--- config.mk ---
export PLATFORM = sky130hd
export DESIGN_NAME = clkout_gen
export DESIGN_NICKNAME = d
export VERILOG_FILES = /design/src/rtl/clkout_pkg.sv /design/src/rtl/clkout_ctrl_capture.sv /design/src/rtl/clkout_prescaler.sv /design/src/rtl/clkout_rate_select.sv /design/src/rtl/clkout_gen.sv
export SDC_FILE = /design/constraint.sdc
export NUM_CORES = 1
export LEC_CHECK = 0
export BUFFER_PORTS_ARGS = -buffer_cell sky130_fd_sc_hd__buf_2
export CORE_MARGIN = 5
export CORE_UTILIZATION = 40
export CTS_CLUSTER_DIAMETER = 120
export DETAILED_ROUTE_END_ITERATION = 6
export PLACE_DENSITY = 0.65
export SLEW_MARGIN = 20
export SYNTH_ARGS = -nofsm -noshare
export SYNTH_HDL_FRONTEND = slang
export SYNTH_HIERARCHICAL = 1
export SYNTH_SLANG_ARGS = --single-unit
--- constraint.sdc ---
create_clock -name clk_ref -period 3 [get_ports clk_ref]
set_input_delay 0.6 -clock clk_ref [delete_from_list [all_inputs] [get_ports clk_ref]]
set_output_delay 0.6 -clock clk_ref [all_outputs]
set_load 0.05 [all_outputs]
--- src/rtl/clkout_pkg.sv ---
package clkout_pkg;

  localparam int unsigned CODE_W = 3;

  typedef logic [CODE_W-1:0] rate_code_t;

  localparam rate_code_t CODE_FULL    = 3'd0;
  localparam rate_code_t CODE_SLOWEST = 3'd6;
  localparam rate_code_t CODE_OFF     = 3'd7;

  // Captured control state feeding the output stage.
  typedef struct packed {
    rate_code_t code;
    logic       stop;
  } out_ctrl_t;

  // Prescaler stage whose output serves a divided code (1..6).
  function automatic int unsigned tap_of(input int unsigned code,
                                         input int unsigned nbits);
    if (code == 32'(CODE_SLOWEST)) return nbits - 1;
    return code - 1;
  endfunction

endpackage

--- src/rtl/clkout_ctrl_capture.sv ---
module clkout_ctrl_capture
  import clkout_pkg::*;
(
  input  logic       clk,
  input  logic       rst_n,
  input  rate_code_t sel,
  input  logic       stop_req,
  input  logic       oe,
  output out_ctrl_t  ctrl_q
);

  out_ctrl_t ctrl_d;

  always_comb begin
    ctrl_d.code = oe ? sel : CODE_OFF;
    ctrl_d.stop = stop_req;
  end

  always_ff @(posedge clk or negedge rst_n) begin
    if (!rst_n) begin
      ctrl_q.code <= CODE_FULL;
      ctrl_q.stop <= 1'b0;
    end else begin
      ctrl_q <= ctrl_d;
    end
  end

endmodule

--- src/rtl/clkout_prescaler.sv ---
module clkout_prescaler #(
  parameter int unsigned NBITS     = 15,
  parameter int unsigned RUN_BITS  = 2
) (
  input  logic             clk,
  input  logic             rst_n,
  input  logic             hold_slow,
  output logic [NBITS-1:0] taps
);

  localparam logic [NBITS-1:0] SLOW_MASK = {NBITS{1'b1}} << RUN_BITS;

  logic [NBITS-1:0] cnt_q;
  logic [NBITS-1:0] cnt_d;
  logic [NBITS-1:0] carry;

  assign carry[0] = 1'b1;

  for (genvar i = 0; i < NBITS; i++) begin : g_stage
    if (i < NBITS - 1) begin : g_carry
      assign carry[i+1] = carry[i] & cnt_q[i];
    end
    if (i < RUN_BITS) begin : g_run
      assign cnt_d[i] = cnt_q[i] ^ carry[i];
    end else begin : g_held
      assign cnt_d[i] = hold_slow ? 1'b0 : (cnt_q[i] ^ carry[i]);
    end
  end

  always_ff @(posedge clk or negedge rst_n) begin
    if (!rst_n) cnt_q <= '0;
    else        cnt_q <= cnt_d;
  end

  assign taps = cnt_q;

  AST_SLOW_STAGES_CLEARED: assert property (@(posedge clk) disable iff (!rst_n)
    hold_slow |=> ((cnt_q & SLOW_MASK) == '0));

  AST_FIRST_STAGE_RUNS: assert property (@(posedge clk) disable iff (!rst_n)
    1'b1 |=> (cnt_q[0] != $past(cnt_q[0])));

  AST_RESTART_FROM_ZERO: assert property (@(posedge clk) disable iff (!rst_n)
    $fell(hold_slow) |-> ((cnt_q & SLOW_MASK) == '0));

endmodule

--- src/rtl/clkout_rate_select.sv ---
module clkout_rate_select
  import clkout_pkg::*;
#(
  parameter int unsigned NBITS    = 15,
  parameter int unsigned RUN_BITS = 2
) (
  input  logic             clk,
  input  out_ctrl_t        ctrl,
  input  logic [NBITS-1:0] taps,
  output logic             pull_low,
  output logic             off
);

  localparam int unsigned NCODES = 1 << CODE_W;

  logic [NCODES-1:0] wave;
  logic              unused_tap_bits;

  assign unused_tap_bits = ^taps;

  assign wave[CODE_FULL] = clk;
  assign wave[CODE_OFF]  = 1'b0;

  for (genvar c = 1; c <= int'(CODE_SLOWEST); c++) begin : g_rate
    localparam int unsigned TAP       = tap_of(c, NBITS);
    localparam bit          STOPPABLE = (TAP >= RUN_BITS);
    if (STOPPABLE) begin : g_gated
      assign wave[c] = taps[TAP] & ~ctrl.stop;
    end else begin : g_free
      assign wave[c] = taps[TAP];
    end
  end

  always_comb begin
    off      = (ctrl.code == CODE_OFF);
    pull_low = !off && !wave[ctrl.code];
  end

endmodule

--- src/rtl/clkout_gen.sv ---
module clkout_gen
  import clkout_pkg::*;
#(
  parameter int unsigned PRESCALE_BITS = 15,
  parameter int unsigned RUN_STAGES    = 2
) (
  input  logic       clk_ref,
  input  logic       rst_n,
  input  logic [2:0] rate_sel,
  input  logic       stop_req,
  input  logic       out_en,
  output logic       pad_pull_low,
  output logic       pad_off
);

  out_ctrl_t              ctrl_q;
  logic [PRESCALE_BITS-1:0] taps;

  clkout_ctrl_capture u_capture (
    .clk      (clk_ref),
    .rst_n    (rst_n),
    .sel      (rate_sel),
    .stop_req (stop_req),
    .oe       (out_en),
    .ctrl_q   (ctrl_q)
  );

  clkout_prescaler #(
    .NBITS    (PRESCALE_BITS),
    .RUN_BITS (RUN_STAGES)
  ) u_prescaler (
    .clk       (clk_ref),
    .rst_n     (rst_n),
    .hold_slow (ctrl_q.stop),
    .taps      (taps)
  );

  clkout_rate_select #(
    .NBITS    (PRESCALE_BITS),
    .RUN_BITS (RUN_STAGES)
  ) u_select (
    .clk      (clk_ref),
    .ctrl     (ctrl_q),
    .taps     (taps),
    .pull_low (pad_pull_low),
    .off      (pad_off)
  );

  AST_CODE7_FLOATS: assert property (@(posedge clk_ref) disable iff (!rst_n)
    (rate_sel == 3'd7) |=> (pad_off && !pad_pull_low));

  AST_PIN_DISABLE_FLOATS: assert property (@(posedge clk_ref) disable iff (!rst_n)
    !out_en |=> (pad_off && !pad_pull_low));

  AST_STOPPED_RATE_LOW: assert property (@(posedge clk_ref) disable iff (!rst_n)
    (stop_req && out_en && rate_sel >= 3'd3 && rate_sel <= 3'd6)
      |=> (pad_pull_low && !pad_off));

  AST_ENABLED_NOT_OFF: assert property (@(posedge clk_ref) disable iff (!rst_n)
    (out_en && rate_sel != 3'd7) |=> !pad_off);

  AST_NO_PULL_WHEN_OFF: assert property (@(posedge clk_ref) disable iff (!rst_n)
    !(pad_off && pad_pull_low));

endmodule

== After elaboration in Yosys (flattened, before gate mapping) ==
Cells that the tools add are included.
Widths: inputs -> output; s select.
Storage, ports and cells
  flip-flop bits (word level): 19
  bits in latches: 0
  RAM bits: 0
  bits in read-only memories: 0
  input port bits: 7
  word-level logic and storage cells: 57
  memories: 0
Operators by class
  add/subtract/negate cells: 0
  multipliers: 0
  divide/modulo/power cells: 0
  $lt $le $gt $ge: 1
  equal/unequal tests: 1
  shift-type cells: 0
  mux-type cells: 16
  bitwise operators: 33
  reduce and logical (&&, ||, !) cells: 3
Operators by type and width (count)
  $and 1x1->1: 17
  $mux 1: 14
  $xor 1x1->1: 14
  $lt 3x4->1 const B: 1
  $bmux 1 s3: 1
  $eq 3x3->1 const B: 1
  $mux 3: 1
  $logic_not 1->1: 2
  $not 1->1: 2
  $logic_and 1x1->1: 1

== Depth between registers and ports, before layout ==
Gate-level depths: netlist of run 1.
  word-level depth: 15
  depth in mapped cells: 15
  gate-level depth less buffers: 15

== By module ==
The synthesis of run 1 kept the hierarchy.
Modules (own cells, without submodules)
  clkout_prescaler: times used 1, cells an instance 44, area each 666.9 µm²
  clkout_ctrl_capture: times used 1, cells an instance 7, area each 118.9 µm²
  clkout_rate_select: times used 1, cells an instance 13, area each 87.6 µm²

==> impl_metrics.env, run 1 <==
export IMPL_status="completed"
export IMPL_worstHoldPathType="in2async"
export IMPL_worst_pin_slew_ns=0.421
export IMPL_clock_latency_ns=0.39
export IMPL_start_util_pct=40.7
export IMPL_gp_congestion=0.685
export IMPL_cts_setup_buffers=0
export IMPL_diodes=0
export IMPL_routedWlPerCell_um=11.2
export IMPL_peakVddDrop_mv=0.287
export IMPL_worstReg2RegEnd="u_prescaler/taps[14]$_DFF_PN0_"
export IMPL_p_leak_nw=0.514
export IMPL_gr_total_overflow=0
export IMPL_yosys_top_cells_area="dfrtp_1, ha_1, nor2b_2"
export IMPL_first_iter_violations=3
export IMPL_layout_nets=101
export IMPL_synth_largest_area_cell="dfrtp_1"
export IMPL_die_w_um=56.7
export IMPL_drive_gt1_share_pct=50.0
export IMPL_fin_worst_skew_ns=0.000861
export IMPL_synth_top_area_share_pct=54.4
export IMPL_yosysUniqueCellTypes=19
export IMPL_grt_usage_pct=8.66
export IMPL_dr_pass1_iters=4
export IMPL_cp_slowest_stage_delay_ns=0.17
export IMPL_arrival_ns=2.32
export IMPL_port_buffers=8
export IMPL_cp_data_required_time_ns=2.40
export IMPL_grt_max_degree=20
export IMPL_num_vias=487
export IMPL_worst_path_max_delay_cell="a211oi_1"
export IMPL_fillers=182
export IMPL_post_place_cells=102
export IMPL_antenna_found_initial=0
export IMPL_clk_pin_slew_ns=0.10
export IMPL_worst_setup_path_end_kind="output port"
export IMPL_placed_cell_area_sq_um=963
export IMPL_cpLargestDelayFamily="compound AO/OA/AOI/OAI gates"
export IMPL_ys_seq_area_share_pct=54.4
export IMPL_antenna_left=0
export IMPL_cts_tree="built"
export IMPL_setup_worst_path_class="clk2out"
export IMPL_setup_viol=0
export IMPL_netlist_area_sq_um=873
export IMPL_stdcell_area_sq_um=1080
export IMPL_reg2reg_setup_slack_ns=0.12
export IMPL_crit_path_start_kind="clock port"
export IMPL_fin_cells=108
export IMPL_viasPerCell=4.51
export IMPL_cellPowerDensity_nw_per_um2=426
export IMPL_drv_slew=0
export IMPL_synth_cells=64
export IMPL_grt_pass1_wl_um=2050
export IMPL_dieArea_sq_um=3220
export IMPL_grt_pass1_vias=497
export IMPL_rsz0062_at_grt="false"
export IMPL_max_slew_margin_pct=72.0
export IMPL_synthToLayoutAreaGrowth_pct=24.1
export IMPL_die_h_um=56.7
export IMPL_crit_path_cell_trace="clkbuf_4 > nor2b_1 > a211oi_1 > o22ai_1 > a21oi_2 > buf_6"
export IMPL_drv_cap=0
export IMPL_crit_fanout=2
export IMPL_r2r_cells=15
export IMPL_drcViolationCount=0
export IMPL_finalHoldViolCount=0
export IMPL_postSynthNetCount=84
export IMPL_core_area_sq_um=2150
export IMPL_rows=17
export IMPL_wirelength_um=1210
export IMPL_yosys_warnings=6
export IMPL_critPathBufInv=2
export IMPL_avgSynthCellArea_sq_um=13.6
export IMPL_crit_reg2reg_launch="u_prescaler/taps[1]$_DFF_PN0_"
export IMPL_pin_count=9
export IMPL_post_dp_hpwl_um=874
export IMPL_ys_seq_elements=19
## registers in the layout (all words and copies together), names as in the netlist
name and flops:
u_capture/ctrl_q 4, u_prescaler/taps 15
## Yosys cell counts
| cell | number |
|---|---|
| xnor2_1 | 1 |
| nand2b_2 | 1 |
| dfrtp_1 | 19 |
| a211oi_1 | 1 |
| nand3b_1 | 2 |
| ha_1 | 13 |
| nor3_1 | 1 |
| nor2b_2 | 9 |
| nand2b_1 | 5 |
| inv_1 | 1 |
| nor2b_1 | 3 |
| nand3_1 | 1 |
| a31o_1 | 1 |
| and2b_1 | 1 |
| and3_2 | 1 |
| a21oi_1 | 1 |
| o22ai_1 | 1 |
| buf_6 | 1 |
| nor2_2 | 1 |
## cells in the final DEF, fill, tap and decap left out, types with 2 or more instances in the layout
master	count
nor2b_1	3
nor2b_2	9
clkbuf_4	5
nand2b_1	5
ha_2	6
nand3b_1	2
ha_4	4
buf_2	7
ha_1	3
buf_4	3
dfrtp_1	19
## layout make-up
type	instances	area, sq um	area share (%)
clock buffer	7	52.6	4.85
inverter	1	3.75	0.346
multi-input combinational	43	459	42.4
sequential	19	475	43.9
tap	28	35.0	3.23
timing repair buffer	10	57.6	5.31
## per-stage QoR
stage,util [%],TNS (ns),total power [mW],worst slack (ns),hold slack (ns)
2_1_floorplan,-,0,0.295,0.0202,0.304
3_3_place_gp,44.8,-0.122,0.307,-0.0800,0.484
3_5_place_dp,44.8,-0.179,0.307,-0.102,0.504
4_1_cts,48.0,0,0.470,0.00296,0.127
5_1_grt,50.4,0,0.483,0.0169,0.140
6_report,50.4,0,0.461,0.0777,0.126
## repair_timing
item,in CTS,in global routing
resized for setup,8,9
hold buffers,0,0
pin swaps,4,3
setup endpoints to repair,3,3
## report_power, final
group	leakage (nW)	total, mW	internal (mW)	switching [mW]
Sequential	0.247	0.264	0.259	0.00490
Combinational	0.230	0.0240	0.00890	0.0151
Clock	0.0367	0.173	0.0889	0.0838
Total	0.514	0.461	0.357	0.104
## metal layers
metal  vias to the layer above  GRT usage (%)  share of wire (%)  wire, um
met5                         -              0                  0         0
met4                         0           4.75                1.7        20
met3                         2           4.14                3.4        41
met2                         6           14.5                 55       672
met1                       232           8.75                 39       478
li1                        247              -                  -         -
## kinds of logic (layout without fill, tap and decap cells)
kind of cell             Yosys count  after routing  synth area share, %
flip-flops                        19             19                 54.4
AND/OR/NAND/NOR                   25             25                 21.1
AO/OA/AOI/OAI                      4              4                 3.15
adder cells (fa/ha/maj)           13             13                 18.6
buffers and inverters              2             18                 1.72
XOR/XNOR                           1              1                 1.00
## worst max-delay path by stage
stage,start,end,cells after the start
final,clk_ref,pad_pull_low,6
after global routing,u_prescaler/taps[1]$_DFF_PN0_,u_prescaler/taps[14]$_DFF_PN0_,15
after CTS,u_prescaler/taps[1]$_DFF_PN0_,u_prescaler/taps[13]$_DFF_PN0_,14
after detailed placement,u_prescaler/taps[0]$_DFF_PN0_,u_prescaler/taps[14]$_DFF_PN0_,15
after global placement,u_prescaler/taps[0]$_DFF_PN0_,u_prescaler/taps[14]$_DFF_PN0_,15
after floorplan,clk_ref,pad_pull_low,4
(Power assumes the default switching activity.)
==> inputs of run 2 (changes only) <==
- BUFFER_PORTS_ARGS: -buffer_cell sky130_fd_sc_hd__buf_2 -> -buffer_cell sky130_fd_sc_hd__clkbuf_2
==> impl_metrics.env, run 2 (same netlist as run 1, synthesis figures left out) <==
export IMPL_cp_data_required_time_ns=2.40
export IMPL_dieArea_sq_um=3220
export IMPL_arrival_ns=2.33
export IMPL_core_area_sq_um=2150
export IMPL_crit_reg2reg_launch="u_prescaler/taps[1]$_DFF_PN0_"
export IMPL_rows=17
export IMPL_setup_worst_path_class="clk2out"
export IMPL_dr_pass1_iters=2
export IMPL_p_comb_share_pct=5.1
export IMPL_worstSetupEndpoint="pad_pull_low"
export IMPL_peakVddDrop_mv=0.296
export IMPL_power_total_mw=0.463
export IMPL_gp_congestion=0.661
export IMPL_place_ws_ns=-0.109
export IMPL_timing_setup_tns_ns=0
export IMPL_use_met1_pct=9.84
export IMPL_gr_total_overflow=0
export IMPL_routedWlPerCell_um=11.0
export IMPL_worst_setup_path_end_kind="output port"
export IMPL_die_w_um=56.7
export IMPL_drv_slew=0
export IMPL_crit_fanout=2
export IMPL_grt_busiest_layer="met2"
export IMPL_antenna_left=0
export IMPL_clock_latency_ns=0.39
export IMPL_rsz0062_at_grt="false"
export IMPL_grt_pass1_vias=527
export IMPL_die_h_um=56.7
export IMPL_post_route_util_pct=51.0
export IMPL_cp_slowest_stage_delay_ns=0.19
export IMPL_start_util_pct=40.7
export IMPL_worstReg2RegEnd="u_prescaler/taps[14]$_DFF_PN0_"
export IMPL_worst_path_max_delay_cell="a211oi_2"
export IMPL_power_frac_seq_pct=57.2
export IMPL_antenna_found_initial=0
export IMPL_fin_cells=110
export IMPL_p_clk_share_pct=37.6
export IMPL_first_iter_violations=4
export IMPL_fin_worst_hold_slack_ns=0.138
export IMPL_drcViolationCount=0
export IMPL_use_met2_pct=14.4
export IMPL_drive_gt1_share_pct=51.2
export IMPL_r2r_cells=15
export IMPL_placed_cell_area_sq_um=963
export IMPL_grt_usage_pct=9.17
export IMPL_clk_pin_slew_ns=0.10
export IMPL_mostFrequentLayoutCells="dfrtp_1, nor2b_2, clkbuf_2, ha_2"
export IMPL_wirelength_um=1210
export IMPL_cts_tree="built"
export IMPL_p_leak_nw=0.529
export IMPL_layout_nets=103
export IMPL_drv_cap=0
export IMPL_reg2reg_setup_slack_ns=0.11
export IMPL_crit_path_cell_trace="clkbuf_4 > nor2b_1 > a211oi_2 > o22ai_1 > a21oi_2 > buf_8"
export IMPL_max_slew_margin_pct=68.7
export IMPL_crit_start="clk_ref"
export IMPL_fin_worst_skew_ns=0.00451
export IMPL_largest_reg_flops=15
export IMPL_stdcell_area_sq_um=1090
export IMPL_status="completed"
export IMPL_synthToLayoutAreaGrowth_pct=25.4
export IMPL_use_met3_pct=5.06
export IMPL_grt_max_degree=20
export IMPL_post_place_cells=102
export IMPL_viasPerCell=4.59
export IMPL_grt_pass1_wl_um=2210
export IMPL_pin_count=9
export IMPL_num_vias=505
export IMPL_setup_slack_ns=0.0681
export IMPL_switching_share_pct=22.5
export IMPL_setup_viol=0
export IMPL_crit_path_start_kind="clock port"
export IMPL_worst_pin_slew_ns=0.469
export IMPL_cellPowerDensity_nw_per_um2=423
export IMPL_worstHoldPathType="in2async"
export IMPL_p_sw_mw=0.104
export IMPL_finalHoldViolCount=0
export IMPL_final_common_cell="dfrtp_1"
export IMPL_diodes=0
export IMPL_port_buffers=8
export IMPL_internal_power_mw=0.359
export IMPL_post_dp_hpwl_um=877
-- run 2: layer usage --
metal | up-vias | share of wire, %
li1 | 253 | -
met1 | 243 | 44
met2 | 6 | 51
met3 | 3 | 2.7
met4 | 0 | 2.0
met5 | - | 0
-- run 2: power by group through the flow --
stage,clock [mW],sequential [mW],combinational (mW)
floorplan,0.0122,0.268,0.0148
global placement,0.0134,0.270,0.0241
detailed placement,0.0134,0.270,0.0246
CTS,0.183,0.265,0.0246
global route,0.199,0.266,0.0273
finish,0.174,0.265,0.0237
-- run 2: repair_timing --
item | in CTS | in global routing
hold buffers | 0 | 0
endpoints found under the hold margin | 0 | 0
buffers inserted | 1 | 1
pin swaps | 4 | 2
setup endpoints to repair | 3 | 3
gates resized for setup | 9 | 8
-- run 2: area by class of cell --
cell class	instances	area [sq um]
timing repair buffer	12	72.6
multi-input combinational	43	452
tap	28	35.0
sequential	19	475
clock buffer	7	56.3
inverter	1	3.75
fill	197	1050
-- run 2: worst min-delay path by stage --
stage | start | to | slack (ns) | cells past startpoint
final | rst_n | u_capture/ctrl_q[2]$_DFF_PN0_ | 0.14 | 1
after floorplan | rst_n | u_capture/ctrl_q[0]$_DFF_PN0_ | 0.30 | 0
after global placement | u_prescaler/taps[1]$_DFF_PN0_ | u_prescaler/taps[1]$_DFF_PN0_ | 0.48 | 1
after CTS | rst_n | u_capture/ctrl_q[2]$_DFF_PN0_ | 0.13 | 1
after global routing | rst_n | u_prescaler/taps[11]$_DFF_PN0_ | 0.15 | 1
after detailed placement | u_prescaler/taps[1]$_DFF_PN0_ | u_prescaler/taps[1]$_DFF_PN0_ | 0.48 | 1
-- run 2: critical path: cells and delay by family --
family	cells	cell delay, ns
and+or+nand+nor	1	0.12
AOI/OAI and AO/OA	3	0.45
buffers and inverters	2	0.26
